--- config.mk ---
export PLATFORM = sky130hd
export DESIGN_NAME = spi_buffered_master
export DESIGN_NICKNAME = d
export VERILOG_FILES = /design/src/rtl/spim_pkg.sv /design/src/rtl/spim_regs.sv /design/src/rtl/spim_shift.sv /design/src/rtl/spi_buffered_master.sv
export SDC_FILE = /design/constraint.sdc
export NUM_CORES = 1
export LEC_CHECK = 0
export ABC_CLOCK_PERIOD_IN_PS = 3600
export CAP_MARGIN = 15
export CORE_ASPECT_RATIO = 1.75
export CORE_UTILIZATION = 55
export DETAILED_ROUTE_END_ITERATION = 8
export GPL_TIMING_DRIVEN = 1
export PLACE_DENSITY_LB_ADDON = 0.12
export SETUP_SLACK_MARGIN = 0.3
export SYNTH_ARGS = -nofsm -noshare
export SYNTH_HDL_FRONTEND = slang
export SYNTH_SLANG_ARGS = --single-unit
--- constraint.sdc ---
create_clock -name clk -period 3.6 [get_ports clk]
set_input_delay 0.72 -clock clk [delete_from_list [all_inputs] [get_ports clk]]
set_output_delay 0.72 -clock clk [all_outputs]
set_load 0.02 [all_outputs]
--- src/rtl/spim_pkg.sv ---
package spim_pkg;

  // Register offsets on the bus
  localparam logic [1:0] ADDR_RX   = 2'd0;
  localparam logic [1:0] ADDR_TX   = 2'd1;
  localparam logic [1:0] ADDR_STAT = 2'd2;
  localparam logic [1:0] ADDR_CTRL = 2'd3;

  // Status / enable bit positions
  localparam int BIT_ROVR = 3;
  localparam int BIT_TOVR = 4;
  localparam int BIT_IDLE = 5;
  localparam int BIT_TRDY = 6;
  localparam int BIT_RRDY = 7;
  localparam int BIT_ERR  = 8;

  // Strobes from the register control to the shifting datapath
  typedef struct packed {
    logic holdWrite;   // load the holding register with the write data
  } ctrlStrobe_t;

  // Events and state reported by the datapath back to the control
  typedef struct packed {
    logic rxDone;      // one-cycle pulse: a word has finished shifting
    logic holdFull;    // holding register occupied
    logic shifterBusy; // a transfer is in progress
  } dpEvent_t;

endpackage

--- src/rtl/spim_regs.sv ---
module spim_regs
  import spim_pkg::*;
#(
  parameter int DATA_W = 8,
  parameter int BUS_W  = 16
) (
  input  logic              clk,
  input  logic              rstN,
  input  logic [1:0]        busAddr,
  input  logic              busWrite,
  input  logic              busRead,
  input  logic [BUS_W-1:0]  busWdata,
  output logic [BUS_W-1:0]  busRdata,
  output logic              irq,
  output ctrlStrobe_t       strobe,
  output logic [DATA_W-1:0] holdData,
  input  dpEvent_t          dpEvt,
  input  logic [DATA_W-1:0] rxWord,
  output logic [BUS_W-1:0]  statusVec
);

  localparam logic [BUS_W-1:0] CTRL_MASK = BUS_W'(9'h1F8);

  logic [DATA_W-1:0] rxReg;
  logic              rxFull;
  logic              rxOvr;
  logic              txOvr;
  logic [BUS_W-1:0]  ctrlReg;

  logic wrTx, wrStat, wrCtrl, rdRx;
  logic txAccept, txReject, rxOvrSet;

  always_comb begin
    wrTx     = busWrite && (busAddr == ADDR_TX);
    wrStat   = busWrite && (busAddr == ADDR_STAT);
    wrCtrl   = busWrite && (busAddr == ADDR_CTRL);
    rdRx     = busRead  && (busAddr == ADDR_RX);
    txAccept = wrTx && !dpEvt.holdFull;
    txReject = wrTx &&  dpEvt.holdFull;
    rxOvrSet = dpEvt.rxDone && rxFull && !rdRx;
  end

  always_comb begin
    strobe.holdWrite = txAccept;
    holdData         = busWdata[DATA_W-1:0];
  end

  // Sticky error flags: a set event outranks a clear in the same cycle
  always_ff @(posedge clk or negedge rstN) begin
    if (!rstN) begin
      rxOvr <= 1'b0;
      txOvr <= 1'b0;
    end else begin
      rxOvr <= rxOvrSet || (rxOvr && !wrStat);
      txOvr <= txReject || (txOvr && !wrStat);
    end
  end

  // Receive register: a completing word beats a read-clear
  always_ff @(posedge clk or negedge rstN) begin
    if (!rstN) begin
      rxReg  <= '0;
      rxFull <= 1'b0;
    end else begin
      if (dpEvt.rxDone) begin
        rxReg  <= rxWord;
        rxFull <= 1'b1;
      end else if (rdRx) begin
        rxFull <= 1'b0;
      end
    end
  end

  always_ff @(posedge clk or negedge rstN) begin
    if (!rstN) begin
      ctrlReg <= '0;
    end else if (wrCtrl) begin
      ctrlReg <= busWdata & CTRL_MASK;
    end
  end

  always_comb begin
    statusVec           = '0;
    statusVec[BIT_ROVR] = rxOvr;
    statusVec[BIT_TOVR] = txOvr;
    statusVec[BIT_IDLE] = !dpEvt.shifterBusy;
    statusVec[BIT_TRDY] = !dpEvt.holdFull;
    statusVec[BIT_RRDY] = rxFull;
    statusVec[BIT_ERR]  = rxOvr || txOvr;
  end

  logic [BUS_W-1:0] rxExt;
  always_comb begin
    rxExt               = '0;
    rxExt[DATA_W-1:0]   = rxReg;
  end

  always_comb begin
    unique case (busAddr)
      ADDR_RX:   busRdata = rxExt;
      ADDR_TX:   busRdata = '0;
      ADDR_STAT: busRdata = statusVec;
      default:   busRdata = ctrlReg;
    endcase
  end

  assign irq = |(statusVec & ctrlReg);

endmodule

--- src/rtl/spim_shift.sv ---
module spim_shift
  import spim_pkg::*;
#(
  parameter int DATA_W  = 8,
  parameter int CLK_DIV = 2
) (
  input  logic              clk,
  input  logic              rstN,
  input  ctrlStrobe_t       strobe,
  input  logic [DATA_W-1:0] holdData,
  output dpEvent_t          dpEvt,
  output logic [DATA_W-1:0] rxWord,
  output logic              sclk,
  output logic              mosi,
  input  logic              miso,
  output logic              ssN
);

  localparam int CNT_W = (CLK_DIV > 1) ? $clog2(CLK_DIV) : 1;
  localparam int BIT_W = $clog2(DATA_W + 1);
  localparam logic [CNT_W-1:0] CNT_LAST = CNT_W'(CLK_DIV - 1);
  localparam logic [BIT_W-1:0] BIT_LAST = BIT_W'(DATA_W - 1);

  logic [DATA_W-1:0] holdReg;
  logic              holdFull;
  logic              busy;
  logic [DATA_W-1:0] txShift;
  logic [DATA_W-1:0] rxShift;
  logic [CNT_W-1:0]  divCnt;
  logic [BIT_W-1:0]  bitCnt;
  logic              sclkReg;
  logic              doneReg;

  logic halfTick, startXfer;
  always_comb begin
    halfTick  = busy && (divCnt == CNT_LAST);
    startXfer = holdFull && !busy;
  end

  // Holding register: filled by the control strobe, drained into the shifter
  always_ff @(posedge clk or negedge rstN) begin
    if (!rstN) begin
      holdReg  <= '0;
      holdFull <= 1'b0;
    end else if (startXfer) begin
      holdFull <= 1'b0;
    end else if (strobe.holdWrite) begin
      holdReg  <= holdData;
      holdFull <= 1'b1;
    end
  end

  // Shift engine: clock idles low, sample on rise, advance on fall
  always_ff @(posedge clk or negedge rstN) begin
    if (!rstN) begin
      busy    <= 1'b0;
      txShift <= '0;
      rxShift <= '0;
      divCnt  <= '0;
      bitCnt  <= '0;
      sclkReg <= 1'b0;
      doneReg <= 1'b0;
    end else begin
      doneReg <= 1'b0;
      if (startXfer) begin
        busy    <= 1'b1;
        txShift <= holdReg;
        divCnt  <= '0;
        bitCnt  <= '0;
        sclkReg <= 1'b0;
      end else if (busy) begin
        if (halfTick) begin
          divCnt <= '0;
          if (!sclkReg) begin
            sclkReg <= 1'b1;
            rxShift <= {rxShift[DATA_W-2:0], miso};
          end else begin
            sclkReg <= 1'b0;
            if (bitCnt == BIT_LAST) begin
              busy    <= 1'b0;
              doneReg <= 1'b1;
            end else begin
              bitCnt  <= bitCnt + 1'b1;
              txShift <= {txShift[DATA_W-2:0], 1'b0};
            end
          end
        end else begin
          divCnt <= divCnt + 1'b1;
        end
      end
    end
  end

  always_comb begin
    dpEvt.rxDone      = doneReg;
    dpEvt.holdFull    = holdFull;
    dpEvt.shifterBusy = busy;
    rxWord            = rxShift;
    sclk              = sclkReg;
    mosi              = busy && txShift[DATA_W-1];
    ssN               = !busy;
  end

endmodule

--- src/rtl/spi_buffered_master.sv ---
module spi_buffered_master
  import spim_pkg::*;
#(
  parameter int DATA_W  = 8,
  parameter int BUS_W   = 16,
  parameter int CLK_DIV = 2
) (
  input  logic             clk,
  input  logic             rstN,
  input  logic [1:0]       busAddr,
  input  logic             busWrite,
  input  logic             busRead,
  input  logic [BUS_W-1:0] busWdata,
  output logic [BUS_W-1:0] busRdata,
  output logic             irq,
  output logic             sclk,
  output logic             mosi,
  input  logic             miso,
  output logic             ssN
);

  ctrlStrobe_t       strobe;
  dpEvent_t          dpEvt;
  logic [DATA_W-1:0] holdData;
  logic [DATA_W-1:0] rxWord;
  logic [BUS_W-1:0]  statusVec;

  spim_regs #(.DATA_W(DATA_W), .BUS_W(BUS_W)) u_regs (
    .clk(clk), .rstN(rstN),
    .busAddr(busAddr), .busWrite(busWrite), .busRead(busRead),
    .busWdata(busWdata), .busRdata(busRdata), .irq(irq),
    .strobe(strobe), .holdData(holdData),
    .dpEvt(dpEvt), .rxWord(rxWord), .statusVec(statusVec)
  );

  spim_shift #(.DATA_W(DATA_W), .CLK_DIV(CLK_DIV)) u_shift (
    .clk(clk), .rstN(rstN),
    .strobe(strobe), .holdData(holdData),
    .dpEvt(dpEvt), .rxWord(rxWord),
    .sclk(sclk), .mosi(mosi), .miso(miso), .ssN(ssN)
  );

endmodule

=== Word level (Yosys, flattened, before mapping) ===
Cells that the tools add are included.

* Register bits after elaboration: 50
* Input bits: 23
* Output and inout port bits: 20
* Word-level logic and storage cells: 87

* Mux-type cells: 32
* Equality and inequality tests: 5
* Bitwise logic cells: 3
* $add $sub $neg: 2
* Reductions and logical operators: 31

{| class="wikitable"
|+ Operators with widths
! cell !! number
|-
| 8-bit 2-to-1 mux || 5
|-
| 9-bit case mux with 3 select lines || 1
|-
| 1-bit 2-to-1 mux || 21
|-
| 4-bit 2-to-1 mux || 5
|-
| 16-bit OR reduction || 1
|-
| 1-bit logical AND || 13
|-
| 2-bit nonzero test || 5
|-
| 9-bit bitwise AND || 1
|-
| 4-bit AND reduction || 2
|-
| 4-bit by 1-bit adder with 4-bit output (second input constant) || 1
|-
| 2-bit == test (second input constant) || 2
|-
| 4-bit by 3-bit == test with 1-bit output (second input constant) || 1
|-
| 1-bit logical NOT || 4
|-
| 2-bit AND reduction || 2
|-
| 1-bit logical OR || 3
|-
| 2-bit by 1-bit == test with 1-bit output (second input constant) || 1
|-
| 2-bit logical NOT || 1
|-
| 2-bit by 1-bit != test with 1-bit output (second input constant) || 1
|-
| 1-bit inverter || 2
|-
| 1-bit adder (second input constant) || 1
|}

=== Depth between registers and ports, before layout ===
* Depth in word-level cells: 6
* Gate-level depth with buffers: 5

=== Hierarchy ===
From an unflattened synthesis, not the netlist that was laid out.

* Cells, all modules: 221
* Area, all modules: 2,502.4 µm²

{| class="wikitable"
|+ By module, submodules not included
! module !! cells an instance !! times used !! area an instance (µm²) !! sequential area each (µm²)
|-
| spim_shift || 121 || 1 || 1,406.3 || 825.8
|-
| spim_regs || 100 || 1 || 1,096.1 || 425.4
|}

=== Least setup slack after synthesis ===
No wires, ideal clock.

* Path kind: input -> output
* Start point: in busAddr[0]
* End point: out busRdata[4]
* Buffers on the path: 1
* Setup slack: 1,320 ps
* Stages: 3
* Arrival time: 1,560 ps
* Path through: clkbuf_1 mux2_2 a22o_2

* Longest elaborated chain between the ends: 2
* Elaborated cells between the ends (all ways): 4
* Classes of those cells: eq/ne: 2; mux: 1; reduce/logical: 1

{| class="wikitable"
|+ Ends and longest elaborated chain
! element !! RTL line !! text
|-
| from (decl) || spi_buffered_master.sv:10 || <nowiki>input logic [1:0] busAddr,</nowiki>
|-
| 2-bit == test, or another cell as far along || spim_regs.sv:99 || <nowiki>unique case (busAddr)</nowiki>
|-
| 9-bit case mux with 3 select lines (*) || spim_regs.sv:99 ||
|-
| to (decl) || spi_buffered_master.sv:14 || <nowiki>output logic [BUS_W-1:0] busRdata,</nowiki>
|}

Every way passes the cells marked *; elsewhere a longest branch is shown, timed or not.

=== Worst setup path after layout ===
* Start point: in busAddr[0]
* End point: out busRdata[7]

The elaborated chain is that of the path after synthesis.

==> impl_table.tex <==
\begin{tabular}{lr}
\hline
Metric & Value \\
\hline
\multicolumn{2}{l}{\textbf{Drt}} \\
\quad 1st-iter DRT viols & 23 \\
\quad Count of vias placed by the detailed router & 1545 \\
\quad Via-per-instance ratio & 5.618 \\
\quad Post-detailed-route DRC marker count & 0 \\
\quad Router iterations before antenna repair & 4 \\
\quad Post-detailed-route count of antenna-violating nets & 0 \\
\quad Total Wirelength & 4464 um \\
\quad Wirelength per Cell & 16.23 um \\
\multicolumn{2}{l}{\textbf{Finish}} \\
\quad Ratio of cells with drive above 1 in the final layout & 0.2423 \\
\quad Area taken by multi-input logic gates & 952.2 um\^{}2 \\
\quad Number of filler instances in the final layout & 301 \\
\quad Final \#Nets & 250 \\
\quad Final cell area excluding filler cells & 2690 um\^{}2 \\
\quad Area of all sequential standard cells & 1251 um\^{}2 \\
\quad Layout overhead on the synthesized area & 17.87\% \\
\quad Diode count & 0 \\
\multicolumn{2}{l}{\textbf{Critical path}} \\
\quad Critical Path End Type & output pin \\
\quad Arrival time of data at the critical path endpoint & 2.53 ns \\
\quad Delay of the slowest cell on the worst path & 0.64 ns \\
\quad Critical Path, Cell by Cell & clkdlybuf4s50\_1, mux2\_2, a22o\_1, clkdlybuf4s50\_1 \\
\quad Endpoint of the worst setup timing path & busRdata[7] \\
\quad Cell depth of the worst setup path & 4 \\
\quad Logic depth of the worst register-to-register path & 4 \\
\quad Critical path peak fanout & 8 \\
\quad Required time at the worst-slack endpoint & 2.88 ns \\
\quad Worst r2r src & u\_shift.bitCnt[0] \\
\quad Worst r2r dst & u\_shift.txShift[6] \\
\quad Most repeated library cell on the critical path & clkdlybuf4s50\_1 \\
\quad Crit path buf inv count & 2 \\
\quad Crit path max-delay cell type & clkdlybuf4s50\_1 \\
\quad CP Launch Point & busAddr[0] \\
\quad Reg2reg setup slack & 1.99 ns \\
\quad Dominant delay contributor by cell family on the critical path & buffers and inverters \\
\quad Element type at the critical path start & input pin \\
\quad Critical Setup Path Class & in -> out \\
\multicolumn{2}{l}{\textbf{Synthesis}} \\
\quad Post-synth EDFFs & 0 \\
\quad Post-synth ARST share & 1.000 \\
\quad Cells after Synth & 195 \\
\quad Cell accounting for the most synthesized area & dfrtp\_1 \\
\quad Largest cells by area after synthesis & dfrtp\_1 (55\%), mux2\_2 (16\%), nand2\_1 (3.6\%) \\
\quad Most frequent cells after synthesis & dfrtp\_1 (50), mux2\_2 (33), nand2\_1 (22), nand3\_1 (11), o21ai\_0 (10) \\
\quad Unique masters post-synth & 35 \\
\quad Yosys synthesis warning count & 0 \\
\quad Primary flip-flop cell chosen by synthesis mapping & dfrtp\_1 \\
\quad Syn avg cell area & 11.70 um\^{}2 \\
\quad Top-count cell post-synth & dfrtp\_1 \\
\quad Cell area after technology mapping & 2282 um\^{}2 \\
\quad Sequential fraction of the synthesis area & 0.5482 \\
\quad Synth top area share & 0.5482 \\
\quad Number of storage elements in the synthesis netlist & 50 \\
\multicolumn{2}{l}{\textbf{CTS}} \\
\quad CTS Buf Count & 5 \\
\quad Number of H-tree levels & 2 \\
\quad Post-cts sizing count & 0 \\
\quad Postcts setup bufs & 0 \\
\quad CTS tree & done \\
\quad Deepest clock path buffer count & 2 \\
\quad Total of hold buffers inserted after clock tree synthesis & 0 \\
\quad Clock root buffer & clkbuf\_8 \\
\quad Number of sinks on the clock net & 50 \\
\quad Clock transition at path regs & 0.09 ns \\
\quad Latest clock arrival within the worst-skew pair & 0.30 ns \\
\multicolumn{2}{l}{\textbf{Hold path}} \\
\quad Hold Path Class & in -> async \\
\multicolumn{2}{l}{\textbf{Timing}} \\
\quad Final cycle utilization of the critical path & 0.9023 \\
\quad Final setup skew & 0.007972 ns \\
\quad Worst-case headroom to the max-slew limit & 0.5096 \\
\quad Upper clock frequency limit & 0.3079 GHz \\
\quad Count of final hold-check violations & 0 \\
\quad Final TNS setup & 0 ns \\
\quad RSZ-0062 raised after global routing & no \\
\quad Minimum clock period after layout & 3.248 ns \\
\quad Worst Tran Pin Value & 0.7341 ns \\
\quad Final Max Slew Viols & 0 \\
\quad Final setup violation count & 0 \\
\multicolumn{2}{l}{\textbf{Run status}} \\
\quad Result of the run & finished, final reports clean \\
\multicolumn{2}{l}{\textbf{Placed design}} \\
\quad Weighted congestion reported at the end of routability-driven placement & 0.7674 \\
\quad Placed cell area & 2580 um\^{}2 \\
\quad Post-detail-place hpwl & 3268 um \\
\quad Count of input and output buffers & 28 \\
\multicolumn{2}{l}{\textbf{Floorplan}} \\
\quad Die width & 50.70 um \\
\quad I/O pin cnt & 43 \\
\quad Row Count & 30 \\
\quad Floorplan die area & 4421 um\^{}2 \\
\quad Starting Density & 0.5790 \\
\quad Die H & 87.22 um \\
\quad Core Area & 3941 um\^{}2 \\
\multicolumn{2}{l}{\textbf{Power}} \\
\quad Static Leakage & 1.174 nW \\
\quad Worst ir drop on vdd & 0.5035 mV \\
\quad Ratio of total power to cell area & 681.9 nW/um\^{}2 \\
\multicolumn{2}{l}{\textbf{Global routing}} \\
\quad Number of antenna violations at the first check in global routing & 0 \\
\quad Total congestion overflow after global routing & 0 \\
\quad Via count of the first global-routing pass & 1596 \\
\quad Tot GR Track Use & 0.2238 \\
\quad First-pass GRT wire length & 7286 um \\
\quad Pin count of the biggest net entering global routing & 51 \\
\multicolumn{2}{l}{\textbf{Job}} \\
\quad Maximum Capacitance Violations & 0 \\
\hline
\end{tabular}
[worst min path at each step]
stage | from | end | slack, ns | cells after the start
6_report | rstN | u_shift.bitCnt[3] | 0.29 | 1
3_5_place_dp | u_shift.holdReg[2] | u_shift.holdReg[2] | 0.49 | 1
4_1_cts | u_regs.rxReg[0] | u_regs.rxReg[0] | 0.51 | 1
5_1_grt | rstN | u_shift.bitCnt[3] | 0.30 | 1
2_1_floorplan | rstN | u_regs.ctrlReg[3] | 0.42 | 0
3_3_place_gp | u_shift.holdReg[0] | u_shift.txShift[0] | 0.47 | 2
[registers in the layout (all words and copies together), names as in the netlist]
| name | count |
|---|---|
| u_regs.rxReg | 8 |
| u_shift.holdReg | 8 |
| u_shift.rxWord | 8 |
| u_shift.txShift | 8 |
| u_regs.ctrlReg | 6 |
| u_shift.bitCnt | 4 |
| u_regs.rxFull | 1 |
| u_regs.rxOvr | 1 |
| u_regs.txOvr | 1 |
| u_shift.busy | 1 |
| u_shift.divCnt | 1 |
| u_shift.doneReg | 1 |
| u_shift.holdFull | 1 |
| u_shift.sclk | 1 |
[worst reg2reg max path, cell delays in order, from the launching register on]
cell	delay (ns)
dfrtp_1	0.42
ha_1	0.24
and3b_1	0.23
nor2_1	0.41
o211ai_1	0.19
[report_power, final]
part	switching (W)	internal, W	leakage (nW)
registers	0.000164	0.000771	0.625
clock network	0.000186	0.000137	0.0441
logic	0.000262	0.000315	0.504
total	0.000612	0.00122	1.17
[cell families after synthesis]
kind of cell,share of synthesized area
compound gates,0.1020
xor+xnor,0.003838
fa+ha+maj,0.005482
buf+inv,0.04440
flops,0.5482
mux,0.1672
other cells,0.001643
simple gates,0.1272
[per-layer routing]
layer / share of wire / GRT usage
met2: 0.56 / 0.4133
met5: 0 / 0
met4: 0.015 / 0.08333
met3: 0.027 / 0.03839
met1: 0.40 / 0.2506
[through the flow]
stage | total power (W) | std cells | hold WS, ns | setup slack [ns] | utilization
after floorplan | 0.001325 | 201 | 0.4244 | 1.320 | -
final | 0.001834 | 275 | 0.2938 | 0.3517 | 0.6825
after CTS | 0.001847 | 274 | 0.5149 | 0.3500 | 0.6775
after global placement | 0.001474 | 266 | 0.4658 | 0.3644 | 0.6546
after detailed placement | 0.001523 | 266 | 0.4947 | 0.3511 | 0.6546
after global routing | 0.001945 | 275 | 0.3040 | 0.3423 | 0.6825
[cells in the final DEF (no fill, tap or decap), drive strengths merged, types with 5 or more instances in the layout]
cell type and count:
o21ai 10, nand2 22, clkdlybuf4s50 27, o211ai 8, buf 6, nor2 6
conb 7, clkbuf 5, dfrtp 50, mux2 33, a22o 6, nand3 12
[layout make-up]
class                      count  share of cell area
inverter                       3            0.004186
timing repair buffer          33              0.1209
sequential                    50              0.4651
multi-input combinational    133              0.3540
tap                           48             0.02233
clock inverter                 3            0.007907
clock buffer                   5             0.02558
Note: power is estimated with default switching activity, not from simulation.
